--- config.mk ---
export PLATFORM = sky130hd
export DESIGN_NAME = aport_csr
export DESIGN_NICKNAME = d
export VERILOG_FILES = /design/src/rtl/aport_csr.sv
export SDC_FILE = /design/constraint.sdc
export NUM_CORES = 1
export LEC_CHECK = 0
export BUFFER_PORTS_ARGS = -buffer_cell sky130_fd_sc_hd__buf_4
export CELL_PAD_IN_SITES_DETAIL_PLACEMENT = 1
export CELL_PAD_IN_SITES_GLOBAL_PLACEMENT = 1
export CORE_MARGIN = 1
export CORE_UTILIZATION = 27
export CTS_CLUSTER_DIAMETER = 60
export CTS_CLUSTER_SIZE = 24
export DETAILED_ROUTE_END_ITERATION = 6
export GPL_TIMING_DRIVEN = 1
export HOLD_SLACK_MARGIN = 0.1
export PLACE_DENSITY = 0.83
export SETUP_SLACK_MARGIN = 0.15
export SLEW_MARGIN = 20
export SYNTH_ARGS = -nofsm -noshare
export SYNTH_HDL_FRONTEND = slang
export SYNTH_SLANG_ARGS = --single-unit
--- constraint.sdc ---
create_clock -name clk -period 3.7 [get_ports clk]
set_input_delay 0.185 -clock clk [delete_from_list [all_inputs] [get_ports clk]]
set_output_delay 0.185 -clock clk [all_outputs]
set_load 0.02 [all_outputs]
--- src/rtl/aport_csr.sv ---
module aport_csr #(
  parameter int AW = 8,
  parameter int DW = 32
) (
  input  logic          clk,
  input  logic          rst_n,
  input  logic          bus_wr,
  input  logic [AW-1:0] bus_addr,
  input  logic [DW-1:0] bus_wdata,
  output logic [DW-1:0] bus_rdata,
  input  logic          tx_need,
  input  logic          tx_empty,
  input  logic          rx_push,
  input  logic          rx_full,
  input  logic          xfer_busy,
  output logic [DW-1:0] ctrl_word,
  output logic          irq
);
  localparam int B_SRST = 31;
  localparam int B_GATE = 30;
  localparam int B_IEN  = 2;
  localparam int B_UF   = 16;
  localparam int B_OF   = 17;
  localparam logic [DW-1:0] CTRL_RST  = DW'(32'hC000_0000);
  localparam logic [DW-1:0] CTRL_IMPL = DW'(32'hC000_FF07);
  localparam logic [DW-1:0] FMT_MASK  = DW'(32'h0000_FF00);

  logic [DW-1:0] ctrl_q, ctrl_d, ctrl_w;
  logic          uf_q, of_q;

  logic       hi_zero, valid, sel_ctrl, sel_stat;
  logic [1:0] alias_sel;

  assign hi_zero   = (bus_addr >> 5) == '0;
  assign alias_sel = bus_addr[3:2];
  assign valid     = hi_zero && bus_addr[1:0] == 2'b00 && alias_sel != 2'b11;
  assign sel_ctrl  = valid && !bus_addr[4];
  assign sel_stat  = valid &&  bus_addr[4];

  logic srst, gate, busy_eff;
  assign srst     = ctrl_q[B_SRST];
  assign gate     = ctrl_q[B_GATE];
  assign busy_eff = xfer_busy && !srst;

  always_comb begin
    ctrl_w = ctrl_q;
    if (bus_wr && sel_ctrl) begin
      case (alias_sel)
        2'b00:   ctrl_w = bus_wdata;
        2'b01:   ctrl_w = ctrl_q | bus_wdata;
        default: ctrl_w = ctrl_q & ~bus_wdata;
      endcase
    end
    ctrl_w = ctrl_w & CTRL_IMPL;
    ctrl_d = busy_eff ? ((ctrl_w & ~FMT_MASK) | (ctrl_q & FMT_MASK)) : ctrl_w;
  end

  logic st_set, st_clr, uf_ev, of_ev, uf_d, of_d;
  assign st_set = bus_wr && sel_stat && alias_sel == 2'b01;
  assign st_clr = bus_wr && sel_stat && alias_sel == 2'b10;
  assign uf_ev  = !srst && !gate && tx_need && tx_empty;
  assign of_ev  = !srst && !gate && rx_push && rx_full;

  assign uf_d = srst ? 1'b0
              : (uf_q && !(st_clr && bus_wdata[B_UF])) || (st_set && bus_wdata[B_UF]) || uf_ev;
  assign of_d = srst ? 1'b0
              : (of_q && !(st_clr && bus_wdata[B_OF])) || (st_set && bus_wdata[B_OF]) || of_ev;

  always_ff @(posedge clk or negedge rst_n) begin
    if (!rst_n) begin
      ctrl_q <= CTRL_RST;
      uf_q   <= 1'b0;
      of_q   <= 1'b0;
    end else begin
      ctrl_q <= ctrl_d;
      uf_q   <= uf_d;
      of_q   <= of_d;
    end
  end

  logic [DW-1:0] stat_word;
  always_comb begin
    stat_word        = '0;
    stat_word[0]     = busy_eff;
    stat_word[B_UF]  = uf_q;
    stat_word[B_OF]  = of_q;
  end

  assign bus_rdata = sel_ctrl ? ctrl_q : sel_stat ? stat_word : '0;
  assign ctrl_word = ctrl_q;
  assign irq       = ctrl_q[B_IEN] && (uf_q || of_q);
endmodule

==> metrics.md, run 1 <==
| Metric | Value |
|---|---|
| Core ar. | `~4500 um2` |
| Fmax | `471 MHz` |
| Area contributors post-synth | `dfrtp_1 (25%), buf_4 (21%), a21oi_1 (7.0%)` |
| Net Sw Power | `between 0.15 and 0.2 mW` |
| CTS tree | `built` |
| R2R depth | `4` |
| Worst Setup EP | `ctrl_word[12]` |
| Antenna-violating nets left | `0` |
| Max-Cap Viols | `0` |
| Clk_lat worst skew | `~0.25 ns` |
| Final period util | `between 50% and 60%` |
| Nets | `258` |
| Top cell type's share of synthesized area | `25.4%` |
| Reg2reg setup slack | `approximately 1.8 ns` |
| PD cells | `between 200 and 300 nW/um2` |
| Die X | `70.9 um` |
| CTS Buffer Depth | `2` |
| Final RePlAce weighted congestion | `0.786` |
| Post-DP HPWL | `2740 um` |
| Crit start category | `input port` |
| Clock Skews | `0.00137 ns` |
| Residual DRC count | `10` |
| Rel. slew slack | `30.6%` |
| Status | `finished with violations` |
| Register area share after synthesis | `29.5%` |
| Total negative slack | `0 ns` |
| Top-count cell post-synth | `buf_4` |
| Mapped Area | `1280 um2` |
| Largest area contributor in the netlist | `dfrtp_1` |
| WP data required | `3.80 ns` |
| Max Slew Vio Count | `0` |
| Crit path kind | `input port to flip-flop` |
| Synth cell types | `36` |
| N_diodes | `0` |
| Mean post-synth cell area | `8.38 um2` |
| Sequential Power Share | `39.4%` |
| HP Class | `input port to flip-flop` |
| Via Count | `1,200` |
| Combinational power share | `32.4%` |
| Starting Density | `28.7%` |
| Total congestion overflow | `0` |
| Initial antenna violation count | `0` |
| Worst vdd ir | `0.103 mV` |
| Lkg Pwr | `0.889 nW` |
| P_int | `0.319 mW` |
| Asr flop ratio synth | `100%` |
| Worst reg2reg path startpoint | `ctrl_word[31]` |
| Sw Ratio | `between 30% and 40%` |
| Routed wire length | `~3500 um` |
| Post-CTS sizing | `0` |
| Initial DRT Pass Iterations | `7` |
| H-tree depth | `1` |
| CTS sink cnt | `15` |
| Final Hold Viols | `0` |
| Placed cell count | `256` |
| Wire length per cell | `13.6 um` |
| Slew @ Worst Pin | `1.03 ns` |
| Root Buffer | `clkbuf_8` |
| First-pass GRT wire length | `5620 um` |
| Die Y | `around 71 um` |
| RSZ-0062 raised after global routing | `no` |
| Vias/cell | `4.60` |
| Final setup viols | `0` |
| Ys flop type | `dfrtp_1` |
| Crit path time final | `2.12 ns` |
| CTS Buf Count | `3` |
| Yosys warnings | `0` |
| Post-synth EDFFs | `0` |
| Non-Filler Instances | `about 260` |
| Synth-to-layout area growth | `30.1%` |
| Critical path endpoint category | `flip-flop` |
| GRT Util Overall | `14.3%` |
| Clock power share | `28.2%` |
| Critical path fanouts, max | `16` |
| Share of layout cells above drive strength 1 | `35.9%` |
| Failing checks | `design-rule violations` |
| Worst EP arrival | `2.23 ns` |
| Largest net degree at the start of global routing | `29` |
| Number of global-route vias before repair | `1,174` |
| FP Rows | `24` |
| Critical Path Start | `bus_addr[5]` |
| Die area | `between 5000 and 6000 um2` |
| Mapped Cells | `153` |
| Top cells by count, synth | `buf_4 (36), a21oi_1 (18), nor3_1 (14), dfrtp_1 (13), a21o_1 (11)` |
| Worst reg2reg endpoint | `ctrl_word[12]` |
| Port bufs | `59` |
| Num ports | `113` |
| FF+latch count, synth | `15` |
| 1st-iter DRT viols | `64` |
| Clock-pin slew on the worst setup and hold paths | `roughly 0.07 ns` |
[cell usage in the layout (no fill, tap or decap), types with 3 or more instances in the layout]
| cell | n |
|---|---|
| clkbuf_8 | 3 |
| and2_1 | 9 |
| a21oi_2 | 6 |
| a21o_1 | 11 |
| inv_1 | 4 |
| nor2_1 | 4 |
| a21oi_1 | 18 |
| conb_1 | 36 |
| nand2b_1 | 3 |
| buf_4 | 59 |
| dfrtp_1 | 13 |
| nor3_1 | 14 |
[cell families (layout without fill, tap and decap cells)]
kind of cell / count (synthesis) / count (layout) / synth area share (%)
AO/OA/AOI/OAI: 43 / 43 / 22.5
buffers and inverters: 47 / 68 / 25.2
flip-flops: 15 / 15 / 29.5
multiplexers: 2 / 2 / 1.66
other: 1 / 36 / 0.292
AND/OR/NAND/NOR: 45 / 45 / 20.9
[worst max-delay path, stage by stage]
cell and delay (ns):
buf_4 0.11, or4_1 0.69, nor4_4 0.91, nand2b_1 0.19, o311ai_0 0.14
[flip-flops by register name, summed over array words and instances, names as in the netlist]
| register | flops |
|---|---|
| of_q | 1 |
| ctrl_word | 13 |
| uf_q | 1 |
[cell type report]
cell class / instances / area [um2]
multi-input cells: 126 / 713
clock buffers: 4 / 45.0
well taps: 52 / 65.1
fillers: 575 / 2810
repair buffers: 60 / 453
flip-flops and latches: 15 / 378
inverters: 4 / 15.0
[worst min-delay path by stage]
stage,from,to,slack [ns],depth (start not counted)
detailed placement,rst_n,ctrl_word[12],0.06,1
global placement,rst_n,ctrl_word[12],0.06,1
finish,bus_wdata[31],ctrl_word[31],0.18,3
CTS,bus_wdata[31],ctrl_word[31],0.18,3
global route,bus_wdata[31],ctrl_word[31],0.20,3
floorplan,rst_n,ctrl_word[0],-0.11,0
[power groups by stage]
stage          sequential (mW)  clock, mW  combinational, mW
6_report                 0.195      0.140              0.161
5_1_grt                  0.198      0.151              0.174
3_3_place_gp             0.198          0              0.156
4_1_cts                  0.196      0.144              0.161
3_5_place_dp             0.198          0              0.160
2_1_floorplan            0.214          0              0.105
[routing by layer]
layer / part of all wire [%] / up-vias / GRT usage, %
met1: 42 / 580 / 17.1
li1: - / 573 / -
met3: 4.8 / 4 / 1.99
met4: 1.4 / 0 / 4.67
met2: 52 / 43 / 26.4
met5: 0 / - / 0
[stage by stage]
stage	hold slack (ns)	util (%)	instance area, um2	power (mW)	setup WS (ns)
2_1_floorplan	-0.111	-	1410	0.319	2.10
4_1_cts	0.177	37.3	1670	0.501	1.56
3_5_place_dp	0.0610	36.1	1610	0.359	1.29
5_1_grt	0.200	37.3	1670	0.523	1.47
3_3_place_gp	0.0559	36.1	1610	0.355	1.38
6_report	0.178	37.3	1670	0.496	1.58
[repair_timing]
action                                 CTS  global route
hold buffers                             1             0
buffers inserted                         0             0
endpoints found under the hold margin   15             0
Note: power is estimated with default switching activity, not from simulation.
==> run 2: changes to the inputs <==
Settings changed: CORE_UTILIZATION 27 to 25, PLACE_DENSITY 0.83 to 0.78.
Clock period 3.7 ns to 2.2 ns, I/O delays scaled along.
==> run 2 against run 1 <==
The run now ends clean. Clock skew decreased by 0.00050 ns. Sequential cell count unchanged. Wire length decreased by 0.39%. Critical path depth increased by 1. Cell count increased by 6.9%. Largest cell class unchanged.
==> metrics.md, run 2 (same netlist as run 1, synthesis figures left out) <==
| Metric | Value |
|---|---|
| Status | `finished, final reports clean` |
| Starting Density | `26.6%` |
| Final setup viols | `0` |
| Max reg flops | `13` |
| Fmax | `between 600 and 700 MHz` |
| Post-layout util | `between 30% and 40%` |
| Wire length per cell | `approximately 13 um` |
| CTS Buffer Depth | `2` |
| CTS Buf Count | `3` |
| Worst reg2reg path startpoint | `ctrl_word[31]` |
| Worst EP arrival | `1.51 ns` |
| H-tree depth | `1` |
| Commonest non-fill, non-tap cell in the layout | `buf_4` |
| Share of layout cells above drive strength 1 | `36.8%` |
| Nets | `approximately 260` |
| N_diodes | `0` |
| Post-CTS sizing | `0` |
| Total negative slack | `0 ns` |
| R2R depth | `5` |
| Die Y | `~74 um` |
| FP Rows | `25` |
| WP data required | `~2.1 ns` |
| Port bufs | `59` |
| GRT Util Overall | `13.2%` |
| Antenna-violating nets left | `0` |
| Largest net degree at the start of global routing | `29` |
| CTS tree | `built` |
| Critical Path Start | `bus_addr[5]` |
| Die X | `73.6 um` |
| Reg2reg setup slack | `approximately 0.71 ns` |
| Clk_lat worst skew | `between 0.2 and 0.25 ns` |
| Clock-pin slew on the worst setup and hold paths | `0.06 ns` |
| Worst reg2reg endpoint | `ctrl_word[12]` |
| Initial antenna violation count | `0` |
| Crit path time final | `1.62 ns` |
| Number of global-route vias before repair | `1,150` |
| 1st-iter DRT viols | `60` |
| Total congestion overflow | `0` |
| Num ports | `~110` |
| Most frequent cells in the layout | `buf_4 (62), conb_1 (36), a21oi_1 (18)` |
| PD cells | `slightly below 500 nW/um2` |
| Vias/cell | `4.27` |
| Final RePlAce weighted congestion | `0.702` |
| Crit path kind | `input port to output port` |
| Worst Setup EP | `bus_rdata[10]` |
| Initial DRT Pass Iterations | `4` |
| Post-DP HPWL | `between 2000 and 3000 um` |
| Rel. slew slack | `60.4%` |
| Via Count | `about 1,200` |
| Root Buffer | `clkbuf_8` |
| WHS Path Cells | `3` |
| RSZ-0062 raised after global routing | `no` |
| Max-Cap Viols | `0` |
| Max Slew Vio Count | `0` |
| Critical path endpoint category | `output port` |
| Final Hold Viols | `0` |
| Crit start category | `input port` |
| Final period util | `73.7%` |
| Slew @ Worst Pin | `0.591 ns` |
| Lkg Pwr | `a little over 0.9 nW` |
| HP Class | `input port to flip-flop` |
| Core ar. | `between 4000 and 5000 um2` |
| Residual DRC count | `0` |
| Critical path fanouts, max | `9` |
| CTS sink cnt | `15` |
| First-pass GRT wire length | `5510 um` |
| Die area | `between 5000 and 6000 um2` |
| Synth-to-layout area growth | `33.4%` |
| Worst vdd ir | `0.191 mV` |
| Clock Skews | `0.000870 ns` |
| Routed wire length | `3530 um` |
[run 2: cell types whose count changed in the layout (fill, tap and decap cells not counted), sizes merged]
cell and delta:
buf +3
[run 2: layer usage]
layer / part of all wire, % / up-vias / GRT usage (%)
met5: 0 / - / 0
met4: 0.59 / 0 / 3.85
met3: 5.0 / 2 / 0.960
met2: 51 / 47 / 23.3
met1: 43 / 560 / 17.2
li1: - / 582 / -
[run 2: area by class of cell]
| type | instances | area [um2] |
|---|---|---|
| fill | 625 | 3110 |
| clock buffer | 4 | 45.0 |
| tap | 67 | 83.8 |
| inverter | 4 | 15.0 |
| timing repair buffer | 63 | 475 |
| sequential | 15 | 378 |
| multi-input combinational | 126 | 713 |
[run 2: worst min-delay path by stage]
stage / from / to / slack [ns]
finish: bus_wdata[31] / ctrl_word[31] / 0.10
global route: bus_wdata[31] / ctrl_word[31] / 0.11
CTS: bus_wdata[31] / ctrl_word[31] / 0.10
detailed placement: rst_n / ctrl_word[10] / -0.01
global placement: rst_n / ctrl_word[10] / -0.02
floorplan: rst_n / ctrl_word[0] / -0.19
[run 2: critical path, cell delays in order]
cell	delay [ns]
buf_4	0.11
or4_1	0.68
nor2_1	0.14
buf_4	0.18
and2_1	0.15
buf_4	0.14
[run 2: where the power goes]
group	total [mW]	switching (mW)	internal [mW]	leakage, nW
clock network	0.226	0.0975	0.128	0.0228
registers	0.330	0.0252	0.305	0.192
logic	0.270	0.166	0.104	0.691
[run 2: repair_timing]
action,in CTS,in global routing
hold buffers,1,0
endpoints found under the setup margin,0,0
buffers inserted,0,0
hold endpoints to repair,15,0
[run 2: metrics by stage]
stage	hold WS (ns)	worst slack [ns]	cells	total power [mW]	instance area, um2
after floorplan	-0.186	0.671	188	0.537	1410
after global placement	-0.0171	0.380	274	0.598	1660
after detailed placement	-0.0150	0.346	274	0.605	1660
after CTS	0.102	0.561	279	0.842	1710
after global routing	0.109	0.452	279	0.878	1710
final	0.101	0.579	279	0.826	1710
